`src/rtl/irq_arb_pkg.sv`:
```
package irq_arb_pkg;
  typedef enum logic {
    ARB_IDLE = 1'b0,
    ARB_XFER = 1'b1
  } arb_state_t;
endpackage

```
`src/rtl/irq_prio_pick.sv`:
```
module irq_prio_pick #(
  parameter int N_UNITS = 4
) (
  input  logic [N_UNITS-1:0] req,
  output logic [N_UNITS-1:0] grant,
  output logic               any
);
  logic [N_UNITS:0] lower_seen;

  assign lower_seen[0] = 1'b0;

  generate
    for (genvar i = 0; i < N_UNITS; i++) begin : g_pick
      assign grant[i]        = req[i] & ~lower_seen[i];
      assign lower_seen[i+1] = lower_seen[i] | req[i];
    end
  endgenerate

  assign any = lower_seen[N_UNITS];
endmodule

```
`src/rtl/irq_bus_mux.sv`:
```
module irq_bus_mux #(
  parameter int N_UNITS = 4,
  parameter int WORD_W  = 32
) (
  input  logic [N_UNITS-1:0]        owner,
  input  logic                      allow,
  input  logic [N_UNITS-1:0]        src_valid,
  input  logic [N_UNITS*WORD_W-1:0] src_data,
  output logic [N_UNITS-1:0]        src_ready,
  output logic                      sel_valid,
  output logic [WORD_W-1:0]         sel_data
);
  logic [WORD_W-1:0] masked [N_UNITS];
  logic [WORD_W-1:0] acc    [N_UNITS+1];

  assign acc[0] = '0;

  generate
    for (genvar i = 0; i < N_UNITS; i++) begin : g_lane
      assign masked[i]    = src_data[i*WORD_W +: WORD_W] & {WORD_W{owner[i]}};
      assign acc[i+1]     = acc[i] | masked[i];
      assign src_ready[i] = owner[i] & allow;
    end
  endgenerate

  assign sel_valid = |(src_valid & owner);
  assign sel_data  = acc[N_UNITS];
endmodule

```
`src/rtl/irq_msg_reg.sv`:
```
module irq_msg_reg #(
  parameter int WORD_W = 32
) (
  input  logic              clk,
  input  logic              rst,
  input  logic              load,
  input  logic [WORD_W-1:0] in_data,
  input  logic              in_last,
  input  logic              out_ready,
  output logic              space,
  output logic              out_valid,
  output logic [WORD_W-1:0] out_data,
  output logic              out_last
);
  assign space = ~out_valid | out_ready;

  always_ff @(posedge clk) begin
    if (rst) begin
      out_valid <= 1'b0;
      out_data  <= '0;
      out_last  <= 1'b0;
    end else if (load) begin
      out_valid <= 1'b1;
      out_data  <= in_data;
      out_last  <= in_last;
    end else if (out_ready) begin
      out_valid <= 1'b0;
    end
  end
endmodule

```
`src/rtl/irq_msg_arbiter.sv`:
```
module irq_msg_arbiter
  import irq_arb_pkg::*;
#(
  parameter int N_UNITS = 4,
  parameter int WORD_W  = 32
) (
  input  logic                      clk,
  input  logic                      rst,
  input  logic [N_UNITS-1:0]        unit_req,
  output logic [N_UNITS-1:0]        unit_ack,
  input  logic [N_UNITS-1:0]        unit_valid,
  input  logic [N_UNITS*WORD_W-1:0] unit_data,
  output logic [N_UNITS-1:0]        unit_ready,
  output logic                      cpu_irq,
  input  logic                      cpu_ack,
  output logic                      msg_valid,
  output logic [WORD_W-1:0]         msg_data,
  output logic                      msg_last,
  input  logic                      msg_ready
);
  arb_state_t          state_q, state_d;
  logic [N_UNITS-1:0]  owner_q;
  logic [N_UNITS-1:0]  ack_q;
  logic                irq_q;
  logic                second_q;
  logic                src_done_q;

  logic [N_UNITS-1:0]  grant;
  logic                any_req;
  logic                take;
  logic                allow;
  logic                space;
  logic                sel_valid;
  logic [WORD_W-1:0]   sel_data;
  logic                src_fire;
  logic                consume;

  irq_prio_pick #(.N_UNITS(N_UNITS)) u_pick (
    .req   (unit_req),
    .grant (grant),
    .any   (any_req)
  );

  irq_bus_mux #(.N_UNITS(N_UNITS), .WORD_W(WORD_W)) u_mux (
    .owner     (owner_q),
    .allow     (allow),
    .src_valid (unit_valid),
    .src_data  (unit_data),
    .src_ready (unit_ready),
    .sel_valid (sel_valid),
    .sel_data  (sel_data)
  );

  irq_msg_reg #(.WORD_W(WORD_W)) u_out (
    .clk       (clk),
    .rst       (rst),
    .load      (src_fire),
    .in_data   (sel_data),
    .in_last   (second_q),
    .out_ready (msg_ready),
    .space     (space),
    .out_valid (msg_valid),
    .out_data  (msg_data),
    .out_last  (msg_last)
  );

  // acknowledge is honoured only while the line is up and idle
  assign take     = (state_q == ARB_IDLE) & cpu_ack & irq_q & any_req;
  assign allow    = (state_q == ARB_XFER) & ~src_done_q & space;
  assign src_fire = sel_valid & allow;
  assign consume  = msg_valid & msg_ready & msg_last;

  always_comb begin
    state_d = state_q;
    case (state_q)
      ARB_IDLE: if (take)    state_d = ARB_XFER;
      ARB_XFER: if (consume) state_d = ARB_IDLE;
      default:               state_d = ARB_IDLE;
    endcase
  end

  always_ff @(posedge clk) begin
    if (rst) begin
      state_q    <= ARB_IDLE;
      owner_q    <= '0;
      ack_q      <= '0;
      irq_q      <= 1'b0;
      second_q   <= 1'b0;
      src_done_q <= 1'b0;
    end else begin
      state_q <= state_d;
      irq_q   <= (state_d == ARB_IDLE) & (|unit_req);
      ack_q   <= take ? grant : '0;
      if (take)         owner_q <= grant;
      else if (consume) owner_q <= '0;
      if (take) begin
        second_q   <= 1'b0;
        src_done_q <= 1'b0;
      end else if (src_fire) begin
        second_q   <= 1'b1;
        src_done_q <= second_q;
      end
    end
  end

  assign unit_ack = ack_q;
  assign cpu_irq  = irq_q;
endmodule

```
`config.mk`:
```
export PLATFORM = sky130hd
export DESIGN_NAME = irq_msg_arbiter
export DESIGN_NICKNAME = d
export VERILOG_FILES = /design/src/rtl/irq_arb_pkg.sv /design/src/rtl/irq_prio_pick.sv /design/src/rtl/irq_bus_mux.sv /design/src/rtl/irq_msg_reg.sv /design/src/rtl/irq_msg_arbiter.sv
export SDC_FILE = /design/constraint.sdc
export NUM_CORES = 1
export LEC_CHECK = 0
export BUFFER_PORTS_ARGS = -buffer_cell sky130_fd_sc_hd__buf_2
export CAP_MARGIN = 15
export CORE_MARGIN = 1
export CORE_UTILIZATION = 41
export DETAILED_ROUTE_END_ITERATION = 10
export GPL_TIMING_DRIVEN = 0
export PLACE_DENSITY_LB_ADDON = 0.05
export SLEW_MARGIN = 25
export SYNTH_ARGS = -nofsm -noshare
export SYNTH_HDL_FRONTEND = slang
export SYNTH_SLANG_ARGS = --single-unit
```
`constraint.sdc`:
```
create_clock -name clk -period 2 [get_ports clk]
set_input_delay 0.4 -clock clk [delete_from_list [all_inputs] [get_ports clk]]
set_output_delay 0.4 -clock clk [all_outputs]
set_load 0.01 [all_outputs]
```
==> results of run 1 <==
[what timing repair did]
| action | in CTS | in global routing |
|---|---|---|
| cloned | 0 | 0 |
| endpoints found under the setup margin | 2 | 2 |
| resized for setup | 2 | 4 |
[kinds of logic (layout without fill, tap and decap cells)]
kind of cell / count (synthesis) / count (layout) / share of synthesized area [%]
buf+inv: 31 / 220 / 5.676
flops: 46 / 46 / 36.33
compound gates: 111 / 111 / 30.70
mux: 33 / 33 / 14.61
simple gates: 53 / 53 / 12.68
[through the flow]
step | hold WS, ns | instances | utilization [%] | cell area [sq um]
2_1_floorplan | 0.4323 | 274 | - | 2535
3_3_place_gp | 0.4474 | 530 | 59.35 | 3535
3_5_place_dp | 0.4523 | 530 | 59.35 | 3535
4_1_cts | 0.3135 | 538 | 61.70 | 3675
5_1_grt | 0.3402 | 538 | 61.74 | 3677
6_report | 0.3203 | 538 | 61.74 | 3677
[where the power goes]
part / internal (uW) / switching (uW) / leakage, uW / total [uW]
clock: 501 / 338 / 0.0000683 / 838
combinational: 147 / 136 / 0.00131 / 283
sequential: 923 / 5.08 / 0.000371 / 929
total: 1570 / 479 / 0.00175 / 2050
[cells in the mapped netlist]
cell       instances  share of area, %
nor3_1             1              0.20
nor2_1             2              0.30
nand3b_1           1              0.30
a32o_1             2              0.79
mux2_1             4               1.8
and3_1             4              0.99
and2_1             4              0.99
o2111ai_4          1               1.0
nand2b_1           1              0.25
inv_1              4              0.59
nand2_1            3              0.44
nor2b_1           32               7.9
mux2i_1            1              0.39
a22o_1             3               1.0
or4_1              1              0.30
o211ai_1           1              0.30
a22oi_1           65                19
buf_6              3               1.3
a21boi_0           1              0.30
nor4_1             2              0.49
dfxtp_1           46                36
o2bb2ai_1          1              0.35
o211a_1            1              0.39
nand3_1            1              0.20
buf_2              4              0.79
a21oi_1           35               6.9
mux2_2            28                12
and3b_1            1              0.35
a2111oi_0          1              0.35
clkbuf_1          20               3.0
[cell type report]
class                   instances  share of cell area [%]
multi-input cells             197                   39.98
clock buffers                   5                   1.871
clock inverters                 3                   1.871
well taps                      75                   2.552
plain buffers                  27                   3.641
repair buffers                181                   24.63
inverters                       4                  0.4083
flip-flops and latches         46                   25.04
[sequential cells by signal (all words and copies together), names as in the netlist]
name and flops:
u_out.out_data 32, owner_q 4, unit_ack 4, cpu_irq 1, second_q 1, src_done_q 1
state_q 1, u_out.out_last 1, u_out.out_valid 1
[routing by layer]
metal  global-route usage [%]  share of wire, %
met3                    5.682               6.8
met4                    8.929               2.0
met1                    29.35                41
met2                    46.10                50
met5                        0                 0
[critical path: stages (launching register included)]
cell,delay (ns)
dfxtp_1,0.30
buf_2,0.17
a22o_1,0.26
o2111ai_4,0.42
buf_6,0.23
mux2_2,0.35
[worst max path at each step]
stage	startpoint	to	slack, ns	cells after the start
finish	owner_q[0]	u_out.out_data[21]	0.15	5
detailed placement	unit_valid[0]	u_out.out_data[21]	0.1	5
CTS	owner_q[3]	unit_ready[3]	0.01	4
global placement	rst	owner_q[2]	0.12	5
floorplan	owner_q[0]	u_out.out_data[10]	0.39	5
global route	owner_q[0]	u_out.out_data[21]	0.05	5
==> results.yml, run 1 <==
clock_network:
  clock_latency_ns: 0.30
  clkSinkCount: 46
  cts_setup_buffers: 0
  holdBufCountCts: 0
  cts_tree: "done"
  clockBufferDepth: 2
  h-tree-depth: 2
  clkTransAtPathRegs_ns: 0.09
  clockRootBuffer: "clkbuf_8"
  cts_buffers: 5
grt:
  antenna_found_initial: 0
  grt_pass1_wl_um: 12610
  grt_max_degree: 16
  overflow: 0
  grtUsageTotal_pct: 25.59
  grt_pass1_vias: 2662
die:
  die-area_sq_um: 6501
  rows: 28
  pin_count: 183
  dieWidth_um: 80.63
  start_util_pct: 42.56
  coreArea_sq_um: 5956
  die_h_um: 80.63
timing:
  fin_skew_ns: 0.007864
  rsz0062_at_grt: "false"
  worst_pin_slew_ns: 0.5439
  finalSetupViolations: 0
  fin_ws_ns: 0.1507
  fin_crit_sh_pct: 92.46
  max_freq_mhz: 540.8
  hold_violations: 0
  tns_ns: 0
  report.final.slew_viol_count: 0
  relSlewSlack_pct: 63.74
  min_period_ns: 1.849
run_status:
  status: "finished clean"
route:
  vias: 2915
  drcViolationCount: 0
  ant_nets: 0
  wirelength_um: 8323
  firstDrtPassIters: 4
  drt_iter0_drc: 123
  wire_per_inst_um: 15.47
  viasPerCell: 5.418
critical_path:
  r2r_slack_ns: 0.15
  r2r_cells: 5
  arrival_ns: 2.04
  worstPathRequired_ns: 2.19
  crit_type: "reg2reg"
  cp-start-kind: "register"
  r2r-end: "u_out.out_data[21]"
  worstSetupEndpointType: "register"
  timing.rr.start: "owner_q[0]"
  worst-path-max-fanout: 10
final_layout:
  drive_above_1_share_pct: 49.46
  seq_area_sq_um: 920.9
  diodes: 0
  fillers: 557
  area_delta_synth_final_pct: 45.06
  nets: 602
  final_cell_mix: "buf_2 (185), a22oi_1 (65), dfxtp_1 (46)"
  final_common_cell: "buf_2"
  multi_input_area_sq_um: 1470
placement:
  dp_worst_setup_slack_ns: 0.09610
  gp_congestion: 0.8133
  place_hpwl_um: 6296
  port_buffers: 181
synth:
  ys_types: 30
  syn_avg_cell_area_sq_um: 9.252
  ys_ff_latch: 46
  synthCells: 274
  yosys_warnings: 0
  synth_area_sq_um: 2535
  synth_nets: 414
  ys_seq_area_share_pct: 36.33
power_and_ir_drop:
  p_per_area_nw_per_um2: 557.5
  peakVddDrop_v: 0.0004166
  p_total_uw: 2050
  leakagePower_uw: 0.001748
worst_hold_path:
  holdCritStartpoint: "unit_req[0]"
  holdPathStages: 2
  min_to: "unit_ack[1]"
  min_path_type: "in2reg"
job:
  cap_violations: 0
No activity file was read; power rests on OpenSTA's default activity.
==> inputs of run 2 (changes only) <==
--- a/config.mk
+++ b/config.mk
@@ -8,9 +8,8 @@
 export BUFFER_PORTS_ARGS = -buffer_cell sky130_fd_sc_hd__buf_2
 export CAP_MARGIN = 15
 export CORE_MARGIN = 1
-export CORE_UTILIZATION = 41
+export CORE_UTILIZATION = 35
 export DETAILED_ROUTE_END_ITERATION = 10
-export GPL_TIMING_DRIVEN = 0
 export PLACE_DENSITY_LB_ADDON = 0.05
 export SLEW_MARGIN = 25
 export SYNTH_ARGS = -nofsm -noshare
==> results.yml, run 2 (same netlist as run 1, synthesis figures left out) <==
timing:
  fin_crit_sh_pct: 87.02
  report.final.slew_viol_count: 0
  relSlewSlack_pct: 60.06
  worst_pin_slew_ns: 0.5992
  max_freq_mhz: 574.6
  rsz0062_at_grt: "false"
  fin_skew_ns: 0.007308
  hold_violations: 0
  min_period_ns: 1.740
  tns_ns: 0
  finalSetupViolations: 0
critical_path:
  crit_path_cell_trace: "buf_4 -> and2_1 -> buf_2"
  critPathSlowestCell: "dfxtp_1"
  crit_type: "reg2out"
  worstPathRequired_ns: 1.60
  critical_path.max_stage_delay_ns: 0.37
  arrival_ns: 1.34
  worstSetupEndpointType: "output port"
  cp-start-kind: "register"
  worst-path-max-fanout: 34
route:
  wl_met3_um: 589
  wirelength_um: 7666
  ant_nets: 0
  viasPerCell: 4.983
  drcViolationCount: 0
  firstDrtPassIters: 4
  drt-met1-wl_um: 3336
  dr_wl_met2_um: 3649
  drt_iter0_drc: 73
  highest_layer: "met4"
  wire_per_inst_um: 14.20
  vias: 2691
power_and_ir_drop:
  p_total_uw: 1806
  leakagePower_uw: 0.001705
  peakVddDrop_v: 0.0002477
  p_per_area_nw_per_um2: 498.6
placement:
  dp_cells: 532
  port_buffers: 182
  place_hpwl_um: 5577
  gp_congestion: 0.7459
  placed_cell_area_sq_um: 3527
die:
  coreArea_sq_um: 6907
  dieWidth_um: 87.11
  die-area_sq_um: 7587
  start_util_pct: 36.70
  die_h_um: 87.11
  pin_count: 183
  rows: 30
final_layout:
  seq_area_sq_um: 920.9
  top_register: "u_out.out_data"
  area_delta_synth_final_pct: 42.89
  drive_above_1_share_pct: 50.90
  final_cell_mix: "buf_2 (182), a22oi_1 (65), dfxtp_1 (46)"
  diodes: 0
  multi_input_area_sq_um: 1470
  stdcell_area_sq_um: 3622
  stdcell_count: 540
  largest_register_ffs: 32
  final_common_cell: "buf_2"
  nets: 583
  fillers: 717
clock_network:
  clkTransAtPathRegs_ns: 0.09
  cts_tree: "done"
  post_cts_resized: 0
  clkSinkCount: 46
  cts_setup_buffers: 0
  h-tree-depth: 2
  holdBufCountCts: 0
  clockBufferDepth: 2
  cts_buffers: 5
  clock_latency_ns: 0.30
  clockRootBuffer: "clkbuf_8"
grt:
  grt_pass1_vias: 2440
  antenna_found_initial: 0
  grt_pass1_wl_um: 11840
  grt_max_degree: 37
  grtUsageTotal_pct: 19.97
  overflow: 0
run_status:
  status: "finished clean"
worst_hold_path:
  min_path_type: "in2reg"
job:
  cap_violations: 0
[run 2: path summary, 6_finish.rpt]
path | startpoint | end | slack, ns | cells past startpoint
worst max-delay path | owner_q[3] | unit_ready[3] | 0.26 | 3
worst min-delay path | unit_req[0] | unit_ack[1] | 0.36 | 2
worst max register to register | owner_q[0] | u_out.out_data[9] | 0.48 | 4
worst min register to register | second_q | second_q | 0.46 | 2
[run 2: layer usage]
layer  track usage [%]  vias to the layer above
met5                 0                        -
met4             5.812                        0
met3             3.697                        8
met2             35.65                      124
met1             24.42                     1190
li1                  -                     1369
[run 2: area by class of cell]
class | instances | share of cell area, %
sequential | 46 | 25.42
tap | 96 | 3.316
clock inverter | 2 | 0.3454
timing repair buffer | 189 | 27.63
clock buffer | 6 | 2.280
inverter | 4 | 0.4145
multi-input combinational | 197 | 40.59
[run 2: report_power, final]
group,switching (uW),internal (uW)
Sequential,6.69,923
Combinational,128,150
Clock,320,278
Total,454,1350
[run 2: metrics by stage]
step	hold WS (ns)	worst slack, ns	util (%)
after floorplan	0.4323	0.3852	-
after global placement	0.4473	0.2967	51.07
after detailed placement	0.4515	0.2834	51.07
after CTS	0.3391	0.2507	52.45
after global routing	0.3542	0.1823	52.45
final	0.3556	0.2596	52.45
[run 2: worst max-delay path, delay by kind of cell, from the launching register on]
family,cells,cell delay (ns)
and+or+nand+nor,1,0.18
DFF,1,0.37
buffers and inverters,2,0.49
